[src/rtl/nvm_shadow_pkg.sv]
package nvm_shadow_pkg;
  typedef enum logic [1:0] {
    OP_IDLE = 2'd0,
    OP_PROG = 2'd1,
    OP_LOAD = 2'd2
  } op_e;

  // Trigger word bit positions
  localparam int unsigned TRIG_PROG_BIT = 0;
  localparam int unsigned TRIG_LOAD_BIT = 1;
endpackage

[src/rtl/nvm_op_timer.sv]
module nvm_op_timer
  import nvm_shadow_pkg::*;
#(
  parameter int unsigned PROG_CYC   = 20,
  parameter int unsigned RELOAD_CYC = 6,
  localparam int unsigned MAXC = (PROG_CYC > RELOAD_CYC) ? PROG_CYC : RELOAD_CYC,
  localparam int unsigned CW   = $clog2(MAXC + 1)
) (
  input  logic          clk,
  input  logic          rst_n,
  input  logic          start_prog,
  input  logic          start_load,
  output op_e           op,
  output logic [CW-1:0] cnt,
  output logic          commit_prog,
  output logic          commit_load
);
  always_ff @(posedge clk or negedge rst_n) begin
    if (!rst_n) begin
      op  <= OP_LOAD;
      cnt <= CW'(RELOAD_CYC - 1);
    end else begin
      case (op)
        OP_IDLE: begin
          if (start_prog) begin
            op  <= OP_PROG;
            cnt <= CW'(PROG_CYC - 1);
          end else if (start_load) begin
            op  <= OP_LOAD;
            cnt <= CW'(RELOAD_CYC - 1);
          end
        end
        OP_PROG, OP_LOAD: begin
          if (cnt == '0) op <= OP_IDLE;
          else           cnt <= cnt - CW'(1);
        end
        default: op <= OP_IDLE;
      endcase
    end
  end

  assign commit_prog = (op == OP_PROG) && (cnt == '0);
  assign commit_load = (op == OP_LOAD) && (cnt == '0);
endmodule

[src/rtl/nvm_store_array.sv]
module nvm_store_array #(
  parameter int unsigned      NREG         = 4,
  parameter int unsigned      DW           = 8,
  parameter logic [NREG*DW-1:0] NVM_INIT     = '0,
  parameter logic [NREG*DW-1:0] PERSIST_MASK = '1
) (
  input  logic               clk,
  input  logic               rst_n,
  input  logic               commit,
  input  logic [NREG*DW-1:0] shadow_flat,
  output logic [NREG*DW-1:0] store_flat
);
  // Reset stands for the factory image present at power-on.
  always_ff @(posedge clk or negedge rst_n) begin
    if (!rst_n)      store_flat <= NVM_INIT;
    else if (commit) store_flat <= shadow_flat & PERSIST_MASK;
  end
endmodule

[src/rtl/nvm_shadow_bank.sv]
module nvm_shadow_bank #(
  parameter int unsigned        NREG         = 4,
  parameter int unsigned        DW           = 8,
  parameter int unsigned        AW           = 3,
  parameter logic [NREG*DW-1:0] PERSIST_MASK = '1
) (
  input  logic               clk,
  input  logic               rst_n,
  input  logic               wr_ok,
  input  logic [AW-1:0]      wr_addr,
  input  logic [DW-1:0]      wr_data,
  input  logic               load,
  input  logic [NREG*DW-1:0] store_flat,
  input  logic [AW-1:0]      rd_addr,
  output logic [NREG*DW-1:0] reg_flat,
  output logic [DW-1:0]      rd_word
);
  always_ff @(posedge clk or negedge rst_n) begin
    if (!rst_n) begin
      reg_flat <= '0;
    end else if (load) begin
      reg_flat <= (reg_flat & ~PERSIST_MASK) | (store_flat & PERSIST_MASK);
    end else if (wr_ok) begin
      for (int i = 0; i < int'(NREG); i++)
        if (wr_addr == AW'(i)) reg_flat[i*DW +: DW] <= wr_data;
    end
  end

  always_comb begin
    rd_word = '0;
    for (int i = 0; i < int'(NREG); i++)
      if (rd_addr == AW'(i)) rd_word = reg_flat[i*DW +: DW];
  end
endmodule

[src/rtl/nvm_shadow_ctrl.sv]
module nvm_shadow_ctrl
  import nvm_shadow_pkg::*;
#(
  parameter int unsigned        NREG         = 4,
  parameter int unsigned        DW           = 8,
  parameter int unsigned        AW           = 3,
  parameter int unsigned        PROG_CYC     = 20,
  parameter int unsigned        RELOAD_CYC   = 6,
  parameter logic [NREG*DW-1:0] NVM_INIT     = 32'hA53C_96E1,
  parameter logic [NREG*DW-1:0] PERSIST_MASK = 32'h0FFF_7FF0,
  localparam int unsigned MAXC = (PROG_CYC > RELOAD_CYC) ? PROG_CYC : RELOAD_CYC,
  localparam int unsigned CW   = $clog2(MAXC + 1)
) (
  input  logic          clk,
  input  logic          rst_n,
  input  logic          wr_en,
  input  logic [AW-1:0] wr_addr,
  input  logic [DW-1:0] wr_data,
  input  logic          rd_en,
  input  logic [AW-1:0] rd_addr,
  output logic          rd_valid,
  output logic [DW-1:0] rd_data,
  output logic          busy
);
  localparam logic [AW-1:0] TRIG_ADDR = '1;

  op_e               op;
  logic [CW-1:0]     cnt;
  logic              commit_prog, commit_load;
  logic              idle, trig_wr, start_prog, start_load;
  logic [NREG*DW-1:0] reg_flat, store_flat;
  logic [DW-1:0]     rd_word;

  assign idle       = (op == OP_IDLE);
  assign busy       = !idle;
  assign trig_wr    = wr_en && idle && (wr_addr == TRIG_ADDR);
  assign start_prog = trig_wr && wr_data[TRIG_PROG_BIT];
  assign start_load = trig_wr && wr_data[TRIG_LOAD_BIT] && !wr_data[TRIG_PROG_BIT];

  nvm_op_timer #(.PROG_CYC(PROG_CYC), .RELOAD_CYC(RELOAD_CYC)) u_timer (
    .clk(clk), .rst_n(rst_n), .start_prog(start_prog), .start_load(start_load),
    .op(op), .cnt(cnt), .commit_prog(commit_prog), .commit_load(commit_load)
  );

  nvm_store_array #(.NREG(NREG), .DW(DW), .NVM_INIT(NVM_INIT),
                    .PERSIST_MASK(PERSIST_MASK)) u_store (
    .clk(clk), .rst_n(rst_n), .commit(commit_prog),
    .shadow_flat(reg_flat), .store_flat(store_flat)
  );

  nvm_shadow_bank #(.NREG(NREG), .DW(DW), .AW(AW),
                    .PERSIST_MASK(PERSIST_MASK)) u_bank (
    .clk(clk), .rst_n(rst_n), .wr_ok(wr_en && idle), .wr_addr(wr_addr),
    .wr_data(wr_data), .load(commit_load), .store_flat(store_flat),
    .rd_addr(rd_addr), .reg_flat(reg_flat), .rd_word(rd_word)
  );

  // Trigger bits clear themselves, so the trigger address reads as zero when idle.
  always_ff @(posedge clk or negedge rst_n) begin
    if (!rst_n) begin
      rd_valid <= 1'b0;
      rd_data  <= '0;
    end else begin
      rd_valid <= rd_en;
      rd_data  <= (rd_en && idle) ? rd_word : '0;
    end
  end
endmodule

[config.mk]
export PLATFORM = sky130hd
export DESIGN_NAME = nvm_shadow_ctrl
export DESIGN_NICKNAME = d
export VERILOG_FILES = /design/src/rtl/nvm_shadow_pkg.sv /design/src/rtl/nvm_op_timer.sv /design/src/rtl/nvm_store_array.sv /design/src/rtl/nvm_shadow_bank.sv /design/src/rtl/nvm_shadow_ctrl.sv
export SDC_FILE = /design/constraint.sdc
export NUM_CORES = 1
export LEC_CHECK = 0
export BUFFER_PORTS_ARGS = -buffer_cell sky130_fd_sc_hd__buf_2
export CORE_MARGIN = 2
export CORE_UTILIZATION = 55
export DETAILED_ROUTE_END_ITERATION = 7
export HOLD_SLACK_MARGIN = 0.08
export PLACE_DENSITY = 0.8
export SLEW_MARGIN = 20
export SYNTH_ARGS = -nofsm -noshare
export SYNTH_HDL_FRONTEND = slang
export SYNTH_SLANG_ARGS = --single-unit
export TNS_END_PERCENT = 30
[constraint.sdc]
create_clock -name clk -period 2.8 [get_ports clk]
set_clock_uncertainty 0.2 [all_clocks]
set_input_delay 0.56 -clock clk [delete_from_list [all_inputs] [get_ports clk]]
set_output_delay 0.56 -clock clk [all_outputs]
set_load 0.02 [all_outputs]
==> results of run 1 <==
## layout make-up
type,count,area share [%]
Clock inverter,5,2.14
Multi-Input combinational cell,186,38.1
Tap cell,75,2.47
Timing Repair Buffer,35,5.52
Inverter,9,0.888
Sequential cell,71,47.2
Clock buffer,11,3.71
## cell usage after synthesis (all sizes together) (2+ instances only)
library cell and count:
nand2 7, ha 5, dfstp 15, a31oi 2, o32a 2, nor2 33
o22ai 8, or4b 3, buf 9, o21ai 3, clkbuf 6, mux2 46
nor4 2, mux2i 25, nand3 8, a21oi 24, inv 9, nor3 3
and2 2, dfrtp 56
## per-stage QoR
| step | total power (uW) | setup slack [ns] | cells | instance area, sq um |
|---|---|---|---|---|
| 4_1_cts | 3700 | 0.362 | 392 | 3810 |
| 6_report | 3690 | 0.353 | 392 | 3810 |
| 5_1_grt | 3930 | 0.227 | 392 | 3810 |
| 3_3_place_gp | 2710 | 0.449 | 375 | 3570 |
| 3_5_place_dp | 2800 | 0.367 | 375 | 3570 |
| 2_1_floorplan | 2510 | 0.558 | 281 | 3340 |
## logic make-up after synthesis
kind of cell | Yosys count
buffers and inverters | 24
multiplexers | 72
AO/OA/AOI/OAI | 43
flip-flops | 71
adder cells (fa/ha/maj) | 5
AND/OR/NAND/NOR | 66
## registers in the layout, summed over array words and instances, names as in the netlist
| name | flops |
|---|---|
| u_timer.op | 2 |
| u_store.store_flat | 23 |
| rd_valid | 1 |
| u_timer.cnt | 5 |
| rd_data | 8 |
| u_bank.reg_flat | 32 |
## power by group
part           leakage (uW)  internal (uW)  total (uW)  switching (uW)
combinational      0.000813            519         969             449
sequential         0.000842           1540        1820             278
clock              0.000110            526         900             374
total               0.00176           2580        3690            1100
## worst max-delay path: stages (launching register included)
cell                      delay (ns)
sky130_fd_sc_hd__dfrtp_1        0.42
sky130_fd_sc_hd__inv_1          0.09
sky130_fd_sc_hd__ha_1           0.25
sky130_fd_sc_hd__nand2_1        0.19
sky130_fd_sc_hd__or4b_2         0.85
sky130_fd_sc_hd__mux2i_1        0.22
sky130_fd_sc_hd__a21oi_1        0.10
## metal layers
metal  GRT usage (%)  up-vias
met1            30.1     1105
met4            7.50        0
met3            5.05        8
met5               0        -
met2            35.9       57
li1                -     1060
## path summary, 6_finish.rpt
path                                                     endpoint  slack (ns)
worst max register to register    u_bank.reg_flat[21]$_DFFE_PN0P_        0.35
worst max-delay path              u_bank.reg_flat[21]$_DFFE_PN0P_        0.35
max in group asynchronous       u_store.store_flat[7]$_DFFE_PN1P_        1.49
min in group asynchronous              u_timer.cnt[4]$_DFFE_PN0P_        0.57
worst min-delay path                           rd_valid$_DFF_PN0_        0.15
worst min register to register     u_bank.reg_flat[0]$_DFFE_PN0P_        0.31
==> flow_metrics.tcl, run 1 <==
set metrics [dict create \
    status "finished clean" \
    drt_wl_total_um 6740 \
    ctsResizeCount 0 \
    worst_setup_hold_path_clk_slew_ns 0.08 \
    htree_num_levels 3 \
    syn-mean-instance-area_sq_um 11.9 \
    ant_nets 0 \
    yosys_warnings 0 \
    hold_viol_final 0 \
    worst-r2r-cell-count 6 \
    filler_cell_count 430 \
    drtIter0Drc 125 \
    fraction_of_the_mapped_netlist_area_in_compound_gates_pct 7.56 \
    cap_viol_max_count 0 \
    area.growth.synth_to_final_pct 13.9 \
    final_period_minus_worst_setup_slack_ns 2.45 \
    globalRoute.totalOverflow 0 \
    track_usage_pct 22.3 \
    number_of_global_route_vias_before_repair 2287 \
    syn_inst 281 \
    grt_first_pass_wirelength_um 10900 \
    design.core.area_sq_um 5890 \
    multiplexer_fraction_of_the_synthesized_cell_area_pct 23.7 \
    netlist.top_cell.by_area "sky130_fd_sc_hd__dfrtp_1" \
    power_density_nw_per_um2 968 \
    dr_total_vias 2230 \
    netlist-cell-type-count 39 \
    cts_num_sinks 71 \
    final-setup-viol-count 0 \
    cts.path.max_buffers 2 \
    hold-worst-slack_ns 0.148 \
    detailed_route_wire_length_on_metal_1_um 3070 \
    tritoncts "done" \
    cts_root_buffer "sky130_fd_sc_hd__clkbuf_8" \
    drt_drc_violations_left 0 \
    hp-start "rd_en" \
    insertedDiodeCount 0 \
    grt_antenna_before_repair 0 \
    hold_depth 1 \
    max_clock_freq_mhz 409 \
    drtPass1Iterations 4 \
    die_x_um 82.0 \
    layout_commonest_cell "sky130_fd_sc_hd__dfrtp_1" \
    top_fanout_value_on_the_critical_path 8 \
    multi_input_comb_area_sq_um 1450 \
    crit_share_post_route_pct 87.4 \
    grt_max_degree 72 \
    synthAdderAreaFrac_pct 1.87 \
    dieHeight_um 82.0 \
    worst_slew_pin_slew_ns 0.673 \
    cts-hold-fix-buffers 1 \
    synth-edff-count 0 \
    synth_seq_area_share_pct 53.7 \
    most-common-layout-cells "56 x sky130_fd_sc_hd__dfrtp_1, 46 x sky130_fd_sc_hd__mux2_2, 33 x sky130_fd_sc_hd__nor2_1" \
    final_core_utilization_pct 64.7 \
    power.leakage_uw 0.00176 \
    ir_worst_vdd_v 0.000494 \
    worst_setup_path_start_kind "flop" \
    yosys-top-cells-area "sky130_fd_sc_hd__dfrtp_1 42%, sky130_fd_sc_hd__mux2_2 15%, sky130_fd_sc_hd__dfstp_2 12%, sky130_fd_sc_hd__mux2i_1 7.5%, sky130_fd_sc_hd__nor2_1 3.7%" \
    cp.required_ns 2.80 \
    final-max-slew-violation-count 0 \
    num_io_pins 28 \
    dominantRegCellSynth "sky130_fd_sc_hd__dfrtp_1" \
    summed_instance_area_of_the_synthesized_netlist_sq_um 3340 \
    r2r_start "u_timer.op[0]$_DFFE_PN0P_" \
    detailroute.wirelength.met3_um 354 \
    ys_seq_elements 71 \
    cts-buffers-inserted 9 \
    timing.critical_path.arrival_ns 2.45 \
    synth_xor_xnor_area_share_pct 0 \
    post_route_cells_drive_above_1_share_pct 37.9 \
    std_cell_rows 28 \
    rsz_0062_raised_after_global_routing "no" \
    min_path_type "in -> reg" \
    route.detailed.wl_per_inst_um 17.2 \
    combinational_family_with_the_most_area_after_synthesis "multiplexers" \
    route.detailed.vias_per_inst 5.69 \
    register_area_sq_um 1800 \
    final_nets 335 \
    start_util_pct 56.8 \
    post_cts.repair.setup_buffers 0 \
    endpoint_kind "flop" \
    slew_headroom_pct 54.7 \
    timing_worst_setup_path_type "reg -> reg" \
    syn-num-nets 304 \
    total_negative_slack_for_setup_checks_ns 0 \
    fraction_of_synthesized_cell_area_taken_by_the_top_area_cell_type_pct 41.9 \
    route.top_layer_used "met4" \
    async_flop_share_pct 100 \
    wl_met2_um 3220 \
    launch_point_of_the_worst_path "u_timer.op[0]$_DFFE_PN0P_" \
    port-buffer-count 27 \
    place_hpwl_um 4420 \
    clock_latency_ns 0.34 \
    floorplan.die_area_sq_um 6720 \
    post_synth_and_or_nand_nor_area_fraction_pct 10.1 \
    place.gp.congestion 0.749 \
]
Power figures use the tool's default switching activity.
==> run 2: changes to the inputs <==
--- a/config.mk
+++ b/config.mk
@@ -7,10 +7,10 @@
 export LEC_CHECK = 0
 export BUFFER_PORTS_ARGS = -buffer_cell sky130_fd_sc_hd__buf_2
 export CORE_MARGIN = 2
-export CORE_UTILIZATION = 55
+export CORE_UTILIZATION = 59
 export DETAILED_ROUTE_END_ITERATION = 7
 export HOLD_SLACK_MARGIN = 0.08
-export PLACE_DENSITY = 0.8
+export PLACE_DENSITY = 0.85
 export SLEW_MARGIN = 20
 export SYNTH_ARGS = -nofsm -noshare
 export SYNTH_HDL_FRONTEND = slang
==> constraint.sdc (replaced) <==
create_clock -name clk -period 2.8 [get_ports clk]
set_clock_uncertainty 0.2 [all_clocks]
set_input_delay 0.14 -clock clk [delete_from_list [all_inputs] [get_ports clk]]
set_output_delay 0.14 -clock clk [all_outputs]
set_load 0.02 [all_outputs]
==> run 2 against run 1 <==
Sequential share of layout area decreased by 1.1 points. Die area down 6.5%. Cell count grew 2.8%. Worst hold slack got worse by 0.059 ns. Power down 3.2%. Clock power shrank 15%. Non-clock buffer count is 14 higher. Critical path depth grew 1. Setup slack got worse by 0.19 ns. Combinational power rose by 2%. Global-route usage grew 1.6 points. Largest power group unchanged.
==> flow_metrics.tcl, run 2 (synthesized netlist as in run 1, its figures left out) <==
set metrics [dict create \
    status "finished clean" \
    cts-buffers-inserted 9 \
    grt_most_used_layer "met2" \
    r2r_start "u_timer.cnt[0]$_DFFE_PN1P_" \
    flip_flop_count_of_the_largest_register_all_copies_and_words_added 32 \
    clock_latency_ns 0.35 \
    num_io_pins 28 \
    met1_usage_pct 31.3 \
    timing_worst_setup_path_type "reg -> reg" \
    final_period_minus_worst_setup_slack_ns 2.64 \
    post_route_cells_drive_above_1_share_pct 36.6 \
    worst_slew_pin_slew_ns 0.816 \
    endpoint_kind "flop" \
    largestRegisters "u_bank.reg_flat (32), u_store.store_flat (23), rd_data (8)" \
    hold_viol_final 0 \
    dieHeight_um 79.3 \
    timing.critical_path.arrival_ns 2.71 \
    worst_setup_path_start_kind "flop" \
    power.leakage_uw 0.00181 \
    hold-worst-slack_ns 0.0881 \
    place_hpwl_um 4600 \
    number_of_global_route_vias_before_repair 2369 \
    final-max-slew-violation-count 0 \
    final_nets 349 \
    cts.path.max_buffers 2 \
    fin_total_pwr_uw 3570 \
    globalRoute.totalOverflow 0 \
    start_util_pct 61.1 \
    place.gp.congestion 0.807 \
    grt_first_pass_wirelength_um 11300 \
    slew_headroom_pct 45.6 \
    min_path_type "in -> reg" \
    crit_share_post_route_pct 94.1 \
    total_negative_slack_for_setup_checks_ns 0 \
    cts_root_buffer "sky130_fd_sc_hd__clkbuf_8" \
    cp.required_ns 2.88 \
    ant_nets 0 \
    rsz_0062_raised_after_global_routing "no" \
    grt_use_met3_pct 6.14 \
    post_cts.repair.setup_buffers 0 \
    ir_worst_vdd_v 0.000404 \
    grt_max_degree 38 \
    port-buffer-count 27 \
    drt_drc_violations_left 0 \
    worst-r2r-setup-slack_ns 0.16 \
    final-setup-viol-count 0 \
    place_worst_setup_slack_ns 0.317 \
    groute.layer.met2.usage_pct 38.9 \
    route.detailed.vias_per_inst 5.87 \
    worst_setup_path_endpoint "u_timer.op[1]$_DFFE_PN1P_" \
    power_density_nw_per_um2 914 \
    design.core.area_sq_um 5470 \
    htree_num_levels 3 \
    max_clock_freq_mhz 379 \
    max_flop_register "u_bank.reg_flat" \
    drt_wl_total_um 6870 \
    worst_setup_hold_path_clk_slew_ns 0.07 \
    cts_num_sinks 71 \
    dr_total_vias 2366 \
    insertedDiodeCount 0 \
    tritoncts "done" \
    die_x_um 79.3 \
    top_fanout_value_on_the_critical_path 5 \
    launch_point_of_the_worst_path "u_timer.cnt[0]$_DFFE_PN1P_" \
    drtPass1Iterations 4 \
    area.growth.synth_to_final_pct 16.7 \
    worst-r2r-cell-count 7 \
    ctsResizeCount 0 \
    drtIter0Drc 137 \
    track_usage_pct 23.9 \
    timing.final.ws_setup_ns 0.164 \
    cap_viol_max_count 0 \
    layout_commonest_cell "sky130_fd_sc_hd__dfrtp_1" \
    floorplan.die_area_sq_um 6280 \
    worst_r2r_endpoint "u_timer.op[1]$_DFFE_PN1P_" \
    most-common-layout-cells "56 x sky130_fd_sc_hd__dfrtp_1, 46 x sky130_fd_sc_hd__mux2_2, 33 x sky130_fd_sc_hd__nor2_1" \
    route.detailed.wl_per_inst_um 17.0 \
    std_cell_rows 27 \
    grt_antenna_before_repair 0 \
]
[run 2: where the power goes]
group	switching [uW]	internal (uW)	leakage (uW)
registers	280	1540	0.000842
clock network	368	395	0.0000967
logic	448	535	0.000873
[run 2: stage by stage]
| stage | cells | cell area [sq um] | util (%) |
|---|---|---|---|
| 6_report | 403 | 3900 | 71.3 |
| 2_1_floorplan | 281 | 3340 | - |
| 3_5_place_dp | 374 | 3580 | 65.5 |
| 3_3_place_gp | 374 | 3580 | 65.5 |
| 5_1_grt | 403 | 3900 | 71.3 |
| 4_1_cts | 403 | 3900 | 71.3 |
[run 2: how the worst min path moves through the flow]
stage / start / cells past startpoint / slack [ns] / end
after global routing: wr_addr[0] / 4 / 0.10 / u_timer.cnt[4]$_DFFE_PN0P_
after floorplan: rst_n / 0 / -0.36 / rd_data[0]$_DFF_PN0_
after CTS: wr_addr[0] / 4 / 0.09 / u_timer.cnt[4]$_DFFE_PN0P_
after detailed placement: rst_n / 1 / 0.07 / u_timer.cnt[3]$_DFFE_PN0P_
final: wr_addr[2] / 4 / 0.09 / u_timer.cnt[4]$_DFFE_PN0P_
after global placement: rst_n / 1 / 0.07 / u_timer.cnt[3]$_DFFE_PN0P_
[run 2: area by class of cell]
type	count	area, sq um
tap	72	90.1
timing repair buffer	49	345
clock buffer	14	173
sequential	71	1800
clock inverter	2	13.8
inverter	9	33.8
multi-input combinational	186	1450
fill	410	1570
[run 2: worst max-delay path: stages, from the launching register on]
cell	delay, ns
sky130_fd_sc_hd__dfstp_2	0.38
sky130_fd_sc_hd__inv_1	0.09
sky130_fd_sc_hd__ha_1	0.20
sky130_fd_sc_hd__or4b_2	0.65
sky130_fd_sc_hd__nand2_1	0.19
sky130_fd_sc_hd__nand2_1	0.07
sky130_fd_sc_hd__o31ai_1	0.19
sky130_fd_sc_hd__dlygate4sd3_1	0.59
[run 2: timing repair]
action | in CTS | in global routing
hold endpoints to repair | 68 | 0
setup endpoints to repair | 0 | 0
hold buffers | 13 | 0
[run 2: layer usage]
| metal | wire [um] | up-vias | part of all wire (%) |
|---|---|---|---|
| li1 | - | 1091 | - |
| met1 | 2970 | 1194 | 43 |
| met2 | 3470 | 69 | 50 |
| met3 | 351 | 12 | 5.1 |
| met4 | 85 | 0 | 1.2 |
| met5 | 0 | - | 0 |
==> run 3: changes to the inputs <==
--- a/config.mk
+++ b/config.mk
@@ -11,6 +11,7 @@
 export DETAILED_ROUTE_END_ITERATION = 7
 export HOLD_SLACK_MARGIN = 0.08
 export PLACE_DENSITY = 0.85
+export RECOVER_POWER = 100
 export SLEW_MARGIN = 20
 export SYNTH_ARGS = -nofsm -noshare
 export SYNTH_HDL_FRONTEND = slang
==> run 3 against run 2 <==
The flow now finishes with violations (max-capacitance violations, max-slew violations). Sequential cell count unchanged. Die area stayed put. Design area shrank 1.4%. Power shrank 0.45%. Critical path depth stayed put. Count of clock-buffer cells in the layout stayed put. Core utilization is 0.98 points lower. Sequential share of layout area increased by 0.64 points. Combinational power down 1%. Cell count stayed put. Routed wire length grew 0.12%. Global-route usage unchanged. Critical path type unchanged. Critical endpoint unchanged. Largest power group unchanged.
==> flow_metrics.tcl, run 3 (synthesized netlist as in run 1, its figures left out) <==
set metrics [dict create \
    internal_uw 2450 \
    final_core_utilization_pct 70.3 \
    clk_network_pwr_share_pct 21.4 \
    power_frac_comb_pct 27.3 \
    critical_path.max_stage_delay_ns 0.65 \
    route.top_layer_used "met4" \
    ir_worst_vdd_v 0.000404 \
    port-buffer-count 27 \
    crit_share_post_route_pct 94.6 \
    globalRoute.totalOverflow 0 \
    failed_checks "max-capacitance violations, max-slew violations" \
    layout_commonest_cell "sky130_fd_sc_hd__dfrtp_1" \
    drtIter0Drc 148 \
    power_density_nw_per_um2 923 \
    cts-buffers-inserted 9 \
    cts_num_sinks 71 \
    drtPass1Iterations 4 \
    timing_worst_setup_path_type "reg -> reg" \
    cts-hold-fix-buffers 13 \
    slew_headroom_pct -30.2 \
    route.detailed.vias_per_inst 5.83 \
    die_x_um 79.3 \
    sw_frac_of_total_pct 30.9 \
    top_fanout_value_on_the_critical_path 5 \
    area.growth.synth_to_final_pct 15.1 \
    most-common-layout-cells "56 x sky130_fd_sc_hd__dfrtp_1, 46 x sky130_fd_sc_hd__mux2_2, 33 x sky130_fd_sc_hd__nor2_1" \
    sequentialPowerShare_pct 51.2 \
    final_period_minus_worst_setup_slack_ns 2.65 \
    final-max-slew-violation-count 35 \
    cell_chain_of_the_critical_path "inv_1, ha_1, or4b_2, nand2_1, nand2_1, o31ai_1, dlygate4sd3_1" \
    status "complete, but fails checks" \
    grt_max_degree 38 \
    critical-path-top-delay-family "simple AND/OR/NAND/NOR gates" \
    ctsResizeCount 0 \
    flip_flop_count_of_the_largest_register_all_copies_and_words_added 32 \
    num_io_pins 28 \
    drt_drc_violations_left 0 \
    power.leakage_uw 0.00174 \
    detailroute.wirelength.met3_um 306 \
    grt_first_pass_wirelength_um 11300 \
    critPathSlowestCell "sky130_fd_sc_hd__or4b_2" \
    hold_viol_final 0 \
    ant_nets 0 \
    cap_viol_max_count 1 \
    min_path_type "in -> reg" \
    drt_wl_total_um 6880 \
    route.detailed.wl_per_inst_um 17.1 \
    tritoncts "done" \
    htree_num_levels 3 \
    critPathMostFrequentCell "sky130_fd_sc_hd__nand2_1" \
    final_nets 349 \
    rsz_0062_raised_after_global_routing "no" \
    clock_latency_ns 0.34 \
    detailed_route_wire_length_on_metal_1_um 3070 \
    max_flop_register "u_bank.reg_flat" \
    cts.path.max_buffers 2 \
    design.core.area_sq_um 5470 \
    cp.required_ns 2.88 \
    place_hpwl_um 4600 \
    std_cell_rows 27 \
    worst_setup_hold_path_clk_slew_ns 0.07 \
    track_usage_pct 23.9 \
    worst_setup_path_start_kind "flop" \
    cts_root_buffer "sky130_fd_sc_hd__clkbuf_8" \
    insertedDiodeCount 0 \
    total_negative_slack_for_setup_checks_ns 0 \
    worst_slew_pin_slew_ns 1.95 \
    dr_total_vias 2349 \
    largestRegisters "u_bank.reg_flat (32), u_store.store_flat (23), rd_data (8)" \
    wl_met2_um 3420 \
    post_cts.repair.setup_buffers 0 \
    start_util_pct 61.1 \
    timing.critical_path.buf_inv 2 \
    timing.critical_path.arrival_ns 2.72 \
    endpoint_kind "flop" \
    max_clock_freq_mhz 378 \
    final-setup-viol-count 0 \
    net-switching-power_uw 1100 \
    dieHeight_um 79.3 \
    grt_antenna_before_repair 0 \
    place.gp.congestion 0.807 \
    floorplan.die_area_sq_um 6280 \
    post_route_cells_drive_above_1_share_pct 29.9 \
    number_of_global_route_vias_before_repair 2369 \
]
-- run 3: cell count changes in the layout (fill, tap and decap cells not counted), sizes merged --
cell | before | now
clkbuf | 14 | 32
buf | 36 | 18
-- run 3: power by group through the flow --
stage,registers (uW),logic (uW),clock network (uW)
floorplan,1770,740,0
global placement,1790,920,0
detailed placement,1830,969,0
CTS,1810,991,774
global route,1870,1070,818
finish,1820,971,760
-- run 3: worst reg2reg max path, delay by kind of cell (launching register included) --
kind / cells / cell delay, ns
flops: 1 / 0.38
buf+inv: 2 / 0.69
simple gates: 3 / 0.91
compound gates: 1 / 0.20
fa+ha+maj: 1 / 0.20
-- run 3: path summary, 6_finish.rpt --
| path | start | end | slack [ns] | cells past startpoint |
|---|---|---|---|---|
| worst max-delay path | u_timer.cnt[0]$_DFFE_PN1P_ | u_timer.op[1]$_DFFE_PN1P_ | 0.15 | 7 |
| worst min-delay path | wr_addr[2] | u_timer.cnt[4]$_DFFE_PN0P_ | 0.07 | 4 |
| worst max register to register | u_timer.cnt[0]$_DFFE_PN1P_ | u_timer.op[1]$_DFFE_PN1P_ | 0.15 | 7 |
| worst min register to register | u_bank.reg_flat[3]$_DFFE_PN0P_ | u_bank.reg_flat[3]$_DFFE_PN0P_ | 0.31 | 1 |
| max in group asynchronous | rst_n | u_bank.reg_flat[1]$_DFFE_PN0P_ | 0.59 | 2 |
| min in group asynchronous | rst_n | u_timer.cnt[3]$_DFFE_PN0P_ | 0.67 | 2 |
-- run 3: area by class of cell --
class,count,area (sq um)
Sequential cell,71,1800
Fill cell,424,1630
Multi-Input combinational cell,186,1430
Timing Repair Buffer,49,309
Clock buffer,14,173
Tap cell,72,90.1
Inverter,9,33.8
Clock inverter,2,13.8
-- run 3: layer usage --
layer / up-vias / global-route usage [%]
met5: - / 0
met4: 0 / 8.45
met3: 10 / 6.14
met2: 57 / 38.9
met1: 1192 / 31.3
li1: 1090 / -
-- run 3: per-stage QoR --
stage	power, uW	hold slack [ns]	instances	instance area (sq um)	worst slack, ns
floorplan	2510	-0.356	281	3340	0.558
global placement	2710	0.0679	374	3580	0.456
finish	3550	0.0717	403	3850	0.152
global route	3760	0.0876	403	3850	0.0301
CTS	3580	0.0871	403	3900	0.188
detailed placement	2800	0.0685	374	3580	0.317
